--- src/rtl/sp_pkg.sv ---
package sp_pkg;

    localparam int ADDR_W = 25;
    localparam int DATA_W = 8;
    localparam int TIME_W = 4;

    typedef enum logic [3:0] {
        ST_IDLE, ST_ADR0, ST_ADR1, ST_ADR2, ST_TURN,
        ST_SETUP, ST_STROBE, ST_HOLD, ST_RESP
    } sp_state_e;

    typedef struct packed {
        logic [ADDR_W-1:0] addr;
        logic [DATA_W-1:0] wdata;
        logic              write;
        logic              selftimed;
    } sp_req_t;

    // Byte placed on the shared bus during address phase idx (0..2).
    function automatic logic [DATA_W-1:0] addr_byte(input logic [ADDR_W-1:0] a,
                                                    input logic [1:0] idx);
        case (idx)
            2'd0:    return {1'b0, a[24:18]};
            2'd1:    return a[17:10];
            default: return a[9:2];
        endcase
    endfunction

endpackage

--- src/rtl/sp_phase_timer.sv ---
module sp_phase_timer #(
    parameter int W = 4
) (
    input  logic         clk,
    input  logic         rst,
    input  logic         load,
    input  logic [W-1:0] load_val,
    output logic         zero
);
    logic [W-1:0] cnt_q;

    always_ff @(posedge clk) begin
        if (rst)                cnt_q <= '0;
        else if (load)          cnt_q <= load_val;
        else if (cnt_q != '0)   cnt_q <= cnt_q - W'(1);
    end

    assign zero = (cnt_q == '0);
endmodule

--- src/rtl/sp_ack_sync.sv ---
module sp_ack_sync #(
    parameter int STAGES = 2
) (
    input  logic clk,
    input  logic rst,
    input  logic ack_n_in,
    output logic ack_n_sync
);
    logic [STAGES-1:0] pipe_q;

    always_ff @(posedge clk) begin
        if (rst) pipe_q <= '1;
        else     pipe_q <= {pipe_q[STAGES-2:0], ack_n_in};
    end

    assign ack_n_sync = pipe_q[STAGES-1];
endmodule

--- src/rtl/sp_watchdog.sv ---
module sp_watchdog #(
    parameter int LIMIT = 256,
    localparam int CW = $clog2(LIMIT + 1)
) (
    input  logic clk,
    input  logic rst,
    input  logic arm,
    input  logic run,
    output logic expired
);
    logic [CW-1:0] cnt_q;

    always_ff @(posedge clk) begin
        if (rst)                    cnt_q <= '0;
        else if (arm)               cnt_q <= CW'(LIMIT);
        else if (run && cnt_q != '0) cnt_q <= cnt_q - CW'(1);
    end

    assign expired = run && (cnt_q == CW'(1));

    // while counting, the window is never already exhausted
    a_r6_window_live: assert property (@(posedge clk) disable iff (rst)
        run |-> cnt_q != '0);
endmodule

--- src/rtl/slowport_ctrl.sv ---
module slowport_ctrl
    import sp_pkg::*;
#(
    parameter int TIMEOUT = 256
) (
    input  logic              clk,
    input  logic              rst,
    input  logic [TIME_W-1:0] cfg_setup,
    input  logic [TIME_W-1:0] cfg_pulse,
    input  logic [TIME_W-1:0] cfg_hold,
    input  logic              req_valid,
    output logic              req_ready,
    input  logic [ADDR_W-1:0] req_addr,
    input  logic [DATA_W-1:0] req_wdata,
    input  logic              req_write,
    input  logic              req_selftimed,
    output logic              rsp_valid,
    input  logic              rsp_ready,
    output logic [DATA_W-1:0] rsp_rdata,
    output logic              rsp_error,
    output logic              irq,
    output logic [ADDR_W-1:0] tmo_addr,
    output logic              sp_ale_n,
    output logic              sp_cs_n,
    output logic              sp_rd_n,
    output logic              sp_wr_n,
    output logic [1:0]        sp_a,
    output logic [DATA_W-1:0] sp_ad_o,
    output logic              sp_ad_oe,
    input  logic [DATA_W-1:0] sp_ad_i,
    input  logic              sp_ack_n
);
    sp_state_e          st_q, st_d;
    sp_req_t            req_q;
    logic               tm_load, tm_zero;
    logic [TIME_W-1:0]  tm_val;
    logic               wd_arm, wd_run, wd_expired;
    logic               ack_n_s;
    logic               cap_ok, cap_tmo;
    logic [DATA_W-1:0]  rdata_q;
    logic               err_q, irq_q;
    logic [ADDR_W-1:0]  tmo_addr_q;
    logic               in_addr, in_access;

    sp_phase_timer #(.W(TIME_W)) u_timer (
        .clk(clk), .rst(rst), .load(tm_load), .load_val(tm_val), .zero(tm_zero));

    sp_ack_sync #(.STAGES(2)) u_sync (
        .clk(clk), .rst(rst), .ack_n_in(sp_ack_n), .ack_n_sync(ack_n_s));

    sp_watchdog #(.LIMIT(TIMEOUT)) u_wd (
        .clk(clk), .rst(rst), .arm(wd_arm), .run(wd_run), .expired(wd_expired));

    assign wd_run = (st_q == ST_STROBE) && req_q.selftimed;

    always_comb begin
        st_d    = st_q;
        tm_load = 1'b0;
        tm_val  = '0;
        wd_arm  = 1'b0;
        cap_ok  = 1'b0;
        cap_tmo = 1'b0;
        case (st_q)
            ST_IDLE:  if (req_valid) st_d = ST_ADR0;
            ST_ADR0:  st_d = ST_ADR1;
            ST_ADR1:  st_d = ST_ADR2;
            ST_ADR2:  st_d = ST_TURN;
            ST_TURN: begin
                st_d = ST_SETUP; tm_load = 1'b1; tm_val = cfg_setup;
            end
            ST_SETUP: if (tm_zero) begin
                st_d = ST_STROBE; tm_load = 1'b1; tm_val = cfg_pulse; wd_arm = 1'b1;
            end
            ST_STROBE: begin
                if (req_q.selftimed) begin
                    if (!ack_n_s)        cap_ok  = 1'b1;
                    else if (wd_expired) cap_tmo = 1'b1;
                end else if (tm_zero) begin
                    cap_ok = 1'b1;
                end
                if (cap_ok || cap_tmo) begin
                    st_d = ST_HOLD; tm_load = 1'b1; tm_val = cfg_hold;
                end
            end
            ST_HOLD:  if (tm_zero) st_d = ST_RESP;
            ST_RESP:  if (rsp_ready) st_d = ST_IDLE;
            default:  st_d = ST_IDLE;
        endcase
    end

    always_ff @(posedge clk) begin
        if (rst) begin
            st_q       <= ST_IDLE;
            req_q      <= '0;
            rdata_q    <= '0;
            err_q      <= 1'b0;
            irq_q      <= 1'b0;
            tmo_addr_q <= '0;
        end else begin
            st_q  <= st_d;
            irq_q <= 1'b0;
            if (st_q == ST_IDLE && req_valid) begin
                req_q <= '{addr: req_addr, wdata: req_wdata,
                           write: req_write, selftimed: req_selftimed};
            end
            if (cap_ok) begin
                rdata_q <= req_q.write ? '0 : sp_ad_i;
                err_q   <= 1'b0;
            end else if (cap_tmo) begin
                rdata_q    <= '0;
                err_q      <= 1'b1;
                irq_q      <= 1'b1;
                tmo_addr_q <= req_q.addr;
            end
        end
    end

    assign in_addr   = (st_q == ST_ADR0) || (st_q == ST_ADR1) || (st_q == ST_ADR2);
    assign in_access = (st_q == ST_TURN) || (st_q == ST_SETUP) || (st_q == ST_STROBE);

    always_comb begin
        sp_ad_o  = '0;
        sp_ad_oe = 1'b0;
        if (in_addr) begin
            sp_ad_oe = 1'b1;
            sp_ad_o  = addr_byte(req_q.addr, (st_q == ST_ADR0) ? 2'd0 :
                                             (st_q == ST_ADR1) ? 2'd1 : 2'd2);
        end else if (req_q.write && (in_access || st_q == ST_HOLD)) begin
            sp_ad_oe = 1'b1;
            sp_ad_o  = req_q.wdata;
        end
    end

    assign sp_ale_n  = !in_addr;
    assign sp_cs_n   = !in_access;
    assign sp_rd_n   = !((st_q == ST_STROBE) && !req_q.write);
    assign sp_wr_n   = !((st_q == ST_STROBE) &&  req_q.write);
    assign sp_a      = (st_q == ST_IDLE) ? 2'b00 : req_q.addr[1:0];
    assign req_ready = (st_q == ST_IDLE);
    assign rsp_valid = (st_q == ST_RESP);
    assign rsp_rdata = rdata_q;
    assign rsp_error = err_q;
    assign irq       = irq_q;
    assign tmo_addr  = tmo_addr_q;

    // address latch never overlaps chip select
    a_r1_ale_excl_cs: assert property (@(posedge clk) disable iff (rst)
        !sp_ale_n |-> sp_cs_n);
    // the controller never drives the bus while the read strobe is low
    a_r3_no_drive_on_read: assert property (@(posedge clk) disable iff (rst)
        !sp_rd_n |-> !sp_ad_oe);
    // interrupt lasts one cycle
    a_r7_irq_single: assert property (@(posedge clk) disable iff (rst)
        irq |=> !irq);
    // response held stable until taken
    a_r9_rsp_hold: assert property (@(posedge clk) disable iff (rst)
        rsp_valid && !rsp_ready |=> rsp_valid && $stable(rsp_rdata) && $stable(rsp_error));
    // accepting requests only with the device pins quiet
    a_r9_ready_quiet: assert property (@(posedge clk) disable iff (rst)
        req_ready |-> sp_cs_n && sp_ale_n && sp_rd_n && sp_wr_n);
endmodule

--- config.mk ---
export PLATFORM = sky130hd
export DESIGN_NAME = slowport_ctrl
export DESIGN_NICKNAME = d
export VERILOG_FILES = /design/src/rtl/sp_pkg.sv /design/src/rtl/sp_phase_timer.sv /design/src/rtl/sp_ack_sync.sv /design/src/rtl/sp_watchdog.sv /design/src/rtl/slowport_ctrl.sv
export SDC_FILE = /design/constraint.sdc
export NUM_CORES = 1
export LEC_CHECK = 0
export BUFFER_PORTS_ARGS = -buffer_cell sky130_fd_sc_hd__buf_4
export CAP_MARGIN = 20
export CORE_MARGIN = 3
export CORE_UTILIZATION = 35
export DETAILED_ROUTE_END_ITERATION = 10
export PLACE_DENSITY = 0.57
export SLEW_MARGIN = 10
export SYNTH_ARGS = -nofsm -noshare
export SYNTH_HDL_FRONTEND = slang
export SYNTH_HIERARCHICAL = 1
export SYNTH_SLANG_ARGS = --single-unit
export TNS_END_PERCENT = 5
--- constraint.sdc ---
create_clock -name clk -period 4.59 [get_ports clk]
set_input_delay 1.377 -clock clk [delete_from_list [all_inputs] [get_ports clk]]
set_output_delay 1.377 -clock clk [all_outputs]
set_load 0.01 [all_outputs]
# After elaboration in Yosys (flattened, before gate mapping)
# Index checks and enable logic that the tools add are counted.
[totals]
ff_bits = 89
latchBits = 0
ramBits = 0
rom_bits = 0
input_bits = 60
wordCells = 99
n_memories = 0
[op_classes]
add_sub_neg = 2
multipliers = 0
n_div = 0
n_lt_le_gt_ge = 0
n_eq_ne = 15
shift = 0
mux = 38
n_bitwise = 1
reduce_logical = 30
[ops]
columns = ["operator", "n"]
rows = [
  ["2-to-1 mux 8 bit", 5],
  ["2-to-1 mux 4 bit", 9],
  ["one-hot mux 4 bit (9 select lines)", 1],
  ["2-to-1 mux 9 bit", 2],
  ["equality test 4 x 3 -> 1 bit, second input constant", 4],
  ["one-hot mux 8 bit (2 select lines)", 1],
  ["2-to-1 mux 1 bit", 15],
  ["one-hot mux 4 bit (3 select lines)", 1],
  ["equality test 9 x 1 -> 1 bit, second input constant", 1],
  ["nonzero test 9 bit", 1],
  ["subtractor 9 x 1 -> 9 bit, second input constant", 1],
  ["equality test 4 x 2 -> 1 bit, second input constant", 2],
  ["logical NOT 4 bit", 2],
  ["logical AND 1 bit", 7],
  ["logical OR 1 bit", 6],
  ["2-to-1 mux 2 bit", 3],
  ["inequality test 2 bit, second input constant", 3],
  ["nonzero test 2 bit", 3],
  ["logical NOT 1 bit", 5],
  ["AND reduction 5 bit", 1],
  ["equality test 4 x 1 -> 1 bit, second input constant", 1],
  ["equality test 4 bit, second input constant", 1],
  ["inequality test 2 x 1 -> 1 bit, second input constant", 2],
  ["nonzero test 4 bit", 1],
  ["other kinds (7)", 8],
]

# Depth between registers and ports, before layout
[depth]
depth_word = 11
depth_mapped = 11

# Hierarchy
# The synthesis kept the hierarchy.
[modules_own_cells]
columns = ["module", "n_inst", "cells_each", "area_each_um2", "seq_area_each_um2"]
rows = [
  ["slowport_ctrl", 1, 409, 3185.6, 1481.4],
  ["sp_watchdog", 1, 62, 519.2, 180.2],
  ["sp_phase_timer", 1, 24, 229.0, 80.1],
  ["sp_ack_sync", 1, 4, 52.6, 40.0],
]

# Worst setup path before layout
# No wires, ideal clock.
[synth_path]
kind = "register to output"
start = "register st_q[1]"
end = "output sp_ad_o[3]"
arrival_time_ps = 1455
path_slack_ps = 1758
path_stages_with_launch = 7
n_path_buf = 2
path_cell_list = "dfxtp_1 > buf_2 > clkbuf_1 > mux2_2 > a22oi_1 > o21a_1 > nor2_1"
[synth_via]
elab_chain_len = 7
[synth_lines]
columns = ["item", "line", "text"]
rows = [
  ["start: declaration", "slowport_ctrl.sv:33", "sp_state_e st_q, st_d;"],
  ["start signal: assignment", "slowport_ctrl.sv:100", "st_q <= st_d;"],
  ["parallel branches: the longest is 6 deep, another holds one-hot mux 8 bit (2 select lines)", "-", ""],
  ["2-to-1 mux 8 bit (*)", "slowport_ctrl.sv:124", "if (in_addr) begin"],
  ["end: declaration", "slowport_ctrl.sv:28", "output logic [DATA_W-1:0] sp_ad_o,"],
]
# Every way passes the cells marked *.

# Worst setup path after layout
[layout_path]
start = "register st_q[0]"
end = "output sp_ad_o[1]"
# The elaborated chain is that of the path after synthesis.

==> results.cfg <==
[drt]
firstDrtPassIters = 4
viasPerCell = 5.065
drc = 0
post_drt_wl_per_cell_um = 15.21
antenna_left = 0
dr.first_iter.drc_count = 171
wirelength_um = 11190
vias = 3728

[sta]
rsz0062_at_grt = no
maxSlewHeadroom_pct = 41.69
period_needed_ns = 3.596
finalMaxSlewViolations = 0
fmax_mhz = 278.1
setup_viol = 0
final.setup.tns_ns = 0
tightestPinTransition_ns = 0.8747
setup_ws_ns = 0.9942
final_hold_viol_count = 0
skew_ns = 0.006962
finalCritPeriodShare_pct = 78.34

[logic_synthesis]
ys_warn_count = 6
yosys_register_bits = 89
synth_edf_count = 0
postSynthAreaPerCell_um2 = 7.989
yosysSeqAreaShare_pct = 44.70
syn_nets = 563
synth.distinct_cells = 57
synthFlopType = dfxtp_1
syn_inst = 499
synth-async-reset-ratio_pct = 0
netlist_area_um2 = 3986

[cts]
numCtsBuffers = 9
cts_tree = yes
clk_latency_ns = 0.33
postCtsSetupBuffers = 0
clock_path_buffers = 2
cts-hold-fix-buffers = 0
numClockSinks = 89
path_clk_slew_ns = 0.06
cts_htree_levels = 3
root_buffer = clkbuf_16
cts.repair.resized = 0

[setup_path]
r2r_slack_ns = 1.52
start_kind = register
crit_arrival_ns = 2.22
required_ns = 3.21
crit_fanout = 22
end_kind = output port
criticalPathCategory = reg -> out

[die]
rows = 38
initial_core_util_pct = 36.30
die_w_um = 112.7
io_pins = 112
dieHeight_um = 112.7
coreArea_um2 = 10980
dieArea_um2 = 12710

[global_route]
grt_max_degree = 85
grt_pass1_vias = 3636
antenna_found_initial = 0
grt-ovfl-total = 0
grt_pass1_wl_um = 17830
gr-usage-all-layers_pct = 17.32

[placement]
io_buffers = 111
gp_congestion = 0.8354
place_ws_ns = 1.360
dp_hpwl_um = 8017

[run]
cap_viol_max_count = 0

[power_and_ir_drop]
ir_drop_v = 0.0002113
p_leak_uw = 0.002066
cellPowerDensity_nw_per_um2 = 477.4

[cells_and_area]
fillers = 1104
layout-drive-gt1-share_pct = 26.01
fin_nets = 656
multi_input_area_um2 = 2012
n_antenna_cell = 0
layout_commonest_cell = nand2_1
seqCellArea_um2 = 1782
syn_to_final_growth_pct = 31.04
final_cell_mix = nand2_1, buf_4, dfxtp_1

[status]
status = finished, final reports clean

[worst_hold_path]
hp-class = reg -> reg
==> layer usage <==
| metal | vias up | global-route usage [%] | share of wire (%) |
|---|---|---|---|
| met5 | - | 0 | 0 |
| met4 | 0 | 6.330 | 1.0 |
| met3 | 6 | 3.583 | 5.6 |
| met2 | 103 | 28.67 | 47 |
| met1 | 1743 | 22.36 | 46 |
| li1 | 1876 | - | - |
==> cells by family (layout without fill, tap and decap cells) <==
kind of cell / count (synthesis) / in the layout / synth area share, %
buffers and inverters: 42 / 139 / 4.834
xor gates and xnor gates: 6 / 6 / 1.318
and+or+nand+nor: 239 / 239 / 28.50
DFF: 89 / 89 / 44.70
adders and majority gates: 4 / 4 / 1.256
muxes: 11 / 11 / 3.013
AOI/OAI and AO/OA: 108 / 108 / 16.38
==> final timing paths <==
check,start,end,cells past startpoint
worst max-delay path,st_q[0]$_SDFFE_PP0P_,sp_ad_o[1],5
worst min-delay path,u_sync/pipe_q[0]$_SDFF_PP1_,u_sync/pipe_q[1]$_SDFF_PP1_,1
worst max register to register,st_q[0]$_SDFFE_PP0P_,u_timer/cnt_q[3]$_SDFFE_PP0P_,9
worst min register to register,u_sync/pipe_q[0]$_SDFF_PP1_,u_sync/pipe_q[1]$_SDFF_PP1_,1
==> synthesized netlist by cell type (3+ instances only) <==
| cell | instances | area share (%) |
|---|---|---|
| o21a_1 | 8 | 1.5 |
| inv_1 | 7 | 0.66 |
| clkbuf_1 | 22 | 2.1 |
| mux2_2 | 8 | 2.3 |
| nand2_1 | 142 | 13 |
| dfxtp_1 | 89 | 45 |
| nor2_1 | 29 | 2.7 |
| nand3_1 | 13 | 1.6 |
| a32oi_1 | 4 | 0.88 |
| or3_1 | 5 | 0.78 |
| xnor2_1 | 4 | 0.88 |
| buf_2 | 10 | 1.3 |
| a22oi_1 | 15 | 2.8 |
| a31oi_1 | 4 | 0.63 |
| a21oi_1 | 65 | 8.2 |
| and2_1 | 3 | 0.47 |
| buf_6 | 3 | 0.85 |
| ha_1 | 4 | 1.3 |
| nand2b_1 | 3 | 0.47 |
| mux2i_1 | 3 | 0.75 |
| nor3_1 | 10 | 1.3 |
| nor2b_1 | 6 | 0.94 |
==> power breakdown <==
group / internal [uW] / switching, uW / total, uW / leakage (uW)
sequential: 867 / 112 / 979 / 0.000723
clock: 474 / 293 / 767 / 0.000149
combinational: 334 / 415 / 748 / 0.00119
total: 1680 / 819 / 2490 / 0.00207
==> critical path, cell delays in order, from the launching register on <==
cell     delay [ns]
dfxtp_1        0.57
nor2b_1        0.65
a22oi_1        0.19
o21a_1         0.21
nor2_1         0.12
buf_4          0.15
==> area by class of cell <==
cell class	count	area share, %
multi-input cells	368	38.51
flip-flops and latches	89	34.11
repair buffers	117	17.58
clock buffers	10	4.383
well taps	140	3.353
clock inverters	5	1.557
inverters	7	0.5030
==> flip-flops by register name, indices dropped and copies added (netlist names) <==
register and flops:
u_sync/pipe_q 2, u_timer/cnt_q 4, st_q 4, rsp_error 1
irq 1, rsp_rdata 8, req_q 35, u_wd/cnt_q 9
tmo_addr 25
==> stage by stage <==
step	hold WS (ns)	power [uW]	util, %	cells	area, um2
3_5_place_dp	0.4261	1744	44.49	720	4886
5_1_grt	0.4462	2645	47.56	736	5224
3_3_place_gp	0.4272	1706	44.24	719	4858
6_report	0.4299	2494	47.56	736	5224
2_1_floorplan	0.3832	1497	-	499	3986
4_1_cts	0.4402	2522	47.31	735	5196
Note: power is estimated with default switching activity, not from simulation.
